==> config.mk <==
export PLATFORM = sky130hd
export DESIGN_NAME = vec_imm_bcast
export DESIGN_NICKNAME = d
export VERILOG_FILES = /design/src/rtl/vec_imm_bcast_pkg.sv /design/src/rtl/vec_imm_gen.sv /design/src/rtl/vec_lane_merge.sv /design/src/rtl/vec_imm_bcast.sv
export SDC_FILE = /design/constraint.sdc
export NUM_CORES = 1
export LEC_CHECK = 0
export ABC_AREA = 1
export BUFFER_PORTS_ARGS = -buffer_cell sky130_fd_sc_hd__clkbuf_2
export CAP_MARGIN = 30
export CORE_AREA = 2 2 218 220
export DETAILED_ROUTE_END_ITERATION = 12
export DIE_AREA = 0 0 220 222
export GPL_TIMING_DRIVEN = 0
export SLEW_MARGIN = 30
export SYNTH_ARGS = -nofsm -noshare
export SYNTH_HDL_FRONTEND = slang
export SYNTH_SLANG_ARGS = --single-unit
==> constraint.sdc <==
create_clock -name clk -period 1.9 [get_ports clk]
set_clock_uncertainty 0.05 [all_clocks]
set_input_delay 0.19 -clock clk [delete_from_list [all_inputs] [get_ports clk]]
set_output_delay 0.19 -clock clk [all_outputs]
set_load 0.05 [all_outputs]
==> src/rtl/vec_imm_bcast_pkg.sv <==
package vec_imm_bcast_pkg;

   localparam int unsigned NUM_SIZES = 4;
   localparam int unsigned MAX_LANE_W = 64;

   typedef enum logic [1:0] {
      LW_B8  = 2'b00,
      LW_B16 = 2'b01,
      LW_B32 = 2'b10,
      LW_B64 = 2'b11
   } lane_w_e;

   function automatic int unsigned lane_width(input int unsigned code);
      return 8 << code;
   endfunction

endpackage

==> src/rtl/vec_imm_gen.sv <==
module vec_imm_gen
   import vec_imm_bcast_pkg::*;
(
   input  logic [1:0]            size_i,
   input  logic                  shift_i,
   input  logic [7:0]            imm8_i,
   output logic [MAX_LANE_W-1:0] imm_o,
   output logic                  undef_o
);

   logic [MAX_LANE_W-1:0] sext;

   always_comb begin
      sext  = {{(MAX_LANE_W-8){imm8_i[7]}}, imm8_i};
      imm_o = shift_i ? (sext << 8) : sext;
   end

   assign undef_o = (lane_w_e'(size_i) == LW_B8) && shift_i;

   // the shifted form always has a zero low byte
   always_comb begin
      a_r2_shift_low_zero: assert (!shift_i || imm_o[7:0] == 8'h00);
   end

endmodule

==> src/rtl/vec_lane_merge.sv <==
module vec_lane_merge #(
   parameter int unsigned VEC_W  = 256,
   parameter int unsigned LANE_W = 8
) (
   input  logic [LANE_W-1:0]       imm_i,
   input  logic [VEC_W/LANE_W-1:0] act_i,
   input  logic [VEC_W-1:0]        dest_i,
   output logic [VEC_W-1:0]        vec_o
);

   localparam int unsigned LANES = VEC_W / LANE_W;

   if (LANE_W % 8 != 0 || VEC_W % LANE_W != 0) begin : g_bad_cfg
      $error("vec_lane_merge: lane width does not tile the vector");
   end

   for (genvar l = 0; l < LANES; l++) begin : g_lane
      assign vec_o[l*LANE_W +: LANE_W] =
         act_i[l] ? imm_i : dest_i[l*LANE_W +: LANE_W];
   end

endmodule

==> src/rtl/vec_imm_bcast.sv <==
module vec_imm_bcast
   import vec_imm_bcast_pkg::*;
#(
   parameter int unsigned VEC_W   = 256,
   parameter bit          OUT_REG = 1'b1
) (
   input  logic               clk,
   input  logic               rst_n,
   input  logic [1:0]         size_i,
   input  logic               shift_i,
   input  logic [7:0]         imm8_i,
   input  logic [VEC_W-1:0]   dest_i,
   input  logic [VEC_W/8-1:0] pred_i,
   output logic [VEC_W-1:0]   res_o,
   output logic               undef_o
);

   localparam int unsigned BYTES = VEC_W / 8;

   if (VEC_W < 64 || VEC_W % 64 != 0) begin : g_bad_vl
      $error("vec_imm_bcast: VEC_W must be a nonzero multiple of 64");
   end

   logic [MAX_LANE_W-1:0] imm_full;
   logic                  undef_c;
   logic [VEC_W-1:0]      cand [NUM_SIZES];
   logic [VEC_W-1:0]      res_c;

   vec_imm_gen u_imm (
      .size_i  (size_i),
      .shift_i (shift_i),
      .imm8_i  (imm8_i),
      .imm_o   (imm_full),
      .undef_o (undef_c)
   );

   for (genvar s = 0; s < NUM_SIZES; s++) begin : g_size
      localparam int unsigned LW = lane_width(s);
      localparam int unsigned NL = VEC_W / LW;
      logic [NL-1:0] act;
      for (genvar l = 0; l < NL; l++) begin : g_act
         assign act[l] = pred_i[l*(LW/8)];
      end
      vec_lane_merge #(.VEC_W(VEC_W), .LANE_W(LW)) u_merge (
         .imm_i  (imm_full[LW-1:0]),
         .act_i  (act),
         .dest_i (dest_i),
         .vec_o  (cand[s])
      );
   end

   assign res_c = undef_c ? dest_i : cand[size_i];

   if (OUT_REG) begin : g_reg
      always_ff @(posedge clk) begin
         if (!rst_n) begin
            res_o   <= '0;
            undef_o <= 1'b0;
         end else begin
            res_o   <= res_c;
            undef_o <= undef_c;
         end
      end

      a_r3_undef_flag: assert property (@(posedge clk) disable iff (!rst_n)
         (size_i == 2'b00) |=> (undef_o == $past(shift_i)));
      a_r3_no_undef_wide: assert property (@(posedge clk) disable iff (!rst_n)
         (size_i != 2'b00) |=> !undef_o);
      a_r7_reserved_keeps_dest: assert property (@(posedge clk) disable iff (!rst_n)
         (size_i == 2'b00 && shift_i) |=> (res_o == $past(dest_i)));

      for (genvar b = 0; b < BYTES; b++) begin : g_byte_chk
         a_r4_byte_write: assert property (@(posedge clk) disable iff (!rst_n)
            (size_i == 2'b00 && !shift_i && pred_i[b])
            |=> (res_o[b*8 +: 8] == $past(imm8_i)));
         a_r5_byte_merge: assert property (@(posedge clk) disable iff (!rst_n)
            (size_i == 2'b00 && !pred_i[b])
            |=> (res_o[b*8 +: 8] == $past(dest_i[b*8 +: 8])));
      end
   end else begin : g_comb
      assign res_o   = res_c;
      assign undef_o = undef_c;
   end

endmodule

==> summary.txt <==
STA
  – WHS: between 0.01 and 0.015 ns
  – Final setup vio count: 1
  – Slew @ Worst Pin: between 1 and 1.5 ns
  – RSZ-0062 raised after global routing: no
  – Fin. Hold Viols: 0
  – Maximum clock rate: 523 MHz
  – Final setup margin: -0.0133 ns
  – Slew Limit Headroom: 27.5%
  – Period minus WS final: 1.91 ns
  – Final Cycle Share: 101%
  – Slew Limit Fails: 0

Global routing
  – Initial antenna violation count: 17
  – First-pass GRT wire length: 137 mm
  – Largest net degree at the start of global routing: 16
  – Vias in the first global route: 21400
  – Grt total ovfl: 0
  – Gr usage total: 37.2%

Die
  – Die Y-Extent: between 200 and 250 µm
  – Core box area: 46300 µm²
  – I/O Pins: ~560
  – Die ar.: ~49000 µm²
  – Die W: 220 µm
  – # rows: 79
  – Initial Util: 35.4%

Synthesis
  – Ys flop type: dfxtp_1
  – Synth async-reset ratio: 0%
  – Synth cell types: 22
  – Avg Synthesized Cell Area: between 5 and 6 µm²
  – Yosys warns: 0
  – Syn Inst Count: roughly 2800
  – Number of flops mapped to enable cells by yosys: 0
  – #FFs+latches synth: 257
  – Synth Cell Area: 16400 µm²
  – Top cell type's share of synthesized area: 31.4%
  – Cell taking the most area after synthesis: dfxtp_1
  – Top cells by area, synth: dfxtp_1 31%, nand2_1 18%, o21ai_0 12%, nand3_1 9.7%, a21oi_1 6.8%
  – Register area share after synthesis: 31.4%
  – Syn Nets: between 3000 and 4000

Status
  – Status: finished with violations
  – Failing checks: setup timing

Place
  – IO Port Bufs: 540
  – HPWL Detailed: approximately 70 mm
  – Place WS: -0.647 ns
  – GPL Wtd Cong: 0.966
  – Cells after DPL: roughly 4000

Clock network
  – Largest buffer count on any clock path: 3
  – Root buffer cell: clkbuf_16
  – CTS tree: done
  – Clock transition at path regs: 0.06 ns
  – Inserted Clock Buffers: 30
  – # clock sinks: 257
  – H-tree levels: 1

Hold path
  – HP Class: primary input to register
  – Hold path startpoint: dest_i[207]
  – Hold depth: 3
  – Worst Hold End: res_o[207]

Job
  – Max cap viols: 0

Route
  – Total wire length: 94.8 mm
  – Pre-antenna DRT Iters: 6
  – Detail-routed via count per cell: 5.36
  – DRC: 0
  – ANT nets after route: 0
  – Vias: 23000
  – 1st-iter DRT viols: 2786
  – Avg WL per Cell: 22.1 µm

Finish
  – Layout area overhead: 43.6%
  – Fin nets: 3956
  – Non-filler cells, final: about 4300
  – Fraction of layout instances using a drive strength above 1: 18.3%
  – Fillers: 4825

Critical path
  – WP data arrival: 2.33 ns
  – Critical Path End Type: register
  – Kind of critical path: primary input to register
  – Startpoint Class: primary input
  – CP Max Fanout: 10
  – Crit path required time: 2.32 ns

Power and ir drop
  – Static leakage: 12.4 nW
  – PD cells: 767 nW/µm²
  – VDD IR-drop max: 0.814 mV
[critical path, stage by stage]
cell and delay (ns):
buf_2 0.22, nand2_1 0.52, nor2_2 0.22, nor2_1 0.72, nand3_1 0.14, nor2_1 0.25
nor2_1 0.07
[synthesized netlist by cell type (11+ instances only)]
master / number
nand3_1: 317
o21ai_0: 402
buf_1: 25
nor2_1: 267
dfxtp_1: 257
buf_2: 51
inv_1: 246
a21oi_1: 221
o21ai_1: 11
nand2_1: 788
o211ai_1: 40
clkbuf_1: 134
a22oi_1: 32
[logic make-up (layout without fill, tap and decap cells)]
logic type             count (synthesis)  after routing  synth area share, %
and+or+nand+nor                     1386           1386                 34.6
other                                  0             10                    0
DFF                                  257            257                 31.4
buffers and inverters                466           1324                 11.1
AOI/OAI and AO/OA                    709            709                 22.9
[power breakdown]
part | internal (mW) | total [mW] | switching, mW
clock | 3.39 | 5.84 | 2.45
combinational | 1.69 | 6.18 | 4.48
sequential | 5.86 | 6.02 | 0.158
total | 10.9 | 18.0 | 7.09
[state kept, by name, summed over array words and instances, names as in the netlist]
name	flops
undef_o	1
res_o	256
[per-stage QoR]
step	util [%]	TNS, ns	area [µm²]	total power [mW]
finish	50.8	-0.0133	23500	18.0
detailed placement	42.9	-65.98	19800	11.7
floorplan	-	0	16400	9.74
CTS	50.7	0	23400	17.9
global route	50.8	0	23500	18.7
global placement	42.9	-62.63	19800	11.7
[worst max path at each step]
stage / cells after the start / end / from
floorplan: 7 / res_o[127] / pred_i[8]
global placement: 6 / res_o[215] / pred_i[24]
detailed placement: 5 / res_o[215] / rst_n
CTS: 8 / res_o[215] / size_i[0]
global route: 7 / res_o[63] / imm8_i[7]
finish: 7 / res_o[63] / pred_i[0]
[metal layers]
metal | track usage [%] | vias to the layer above | routed length, µm
met4 | 16.0 | 10 | 4180
li1 | - | 10900 | -
met5 | 0 | - | 65
met1 | 48.1 | 10400 | 37800
met3 | 7.37 | 249 | 10100
met2 | 60.0 | 1441 | 42700
[placed cells by master, fill, tap and decap left out, drive strengths merged, types with 10 or more instances in the layout]
| cell type | instances |
|---|---|
| a22oi | 32 |
| o211ai | 43 |
| a21oi | 221 |
| buf | 81 |
| nand2 | 790 |
| dfxtp | 257 |
| nand3 | 317 |
| clkbuf | 717 |
| inv | 251 |
| dlygate4sd3 | 262 |
| diode | 10 |
| nor2 | 278 |
| o21ai | 413 |
[repair_timing]
action                                 CTS  global route
setup buffers                            0             2
hold buffers                           262             0
endpoints found under the hold margin  253             0
gates resized for setup                  1            10
setup endpoints to repair                1             7
[cell type report]
| class | count | area [µm²] | share of cell area, % |
|---|---|---|---|
| Buffer | 211 | 868 | 3.69 |
| Timing Repair Buffer | 806 | 5360 | 22.8 |
| Clock buffer | 43 | 860 | 3.66 |
| Sequential cell | 257 | 5140 | 21.9 |
| Inverter | 254 | 957 | 4.07 |
| Clock inverter | 10 | 120 | 0.511 |
| Multi-Input combinational cell | 2095 | 9410 | 40.0 |
| Tap cell | 607 | 759 | 3.23 |
| Antenna cell | 10 | 25.0 | 0.106 |
Note: power is estimated with default switching activity, not from simulation.
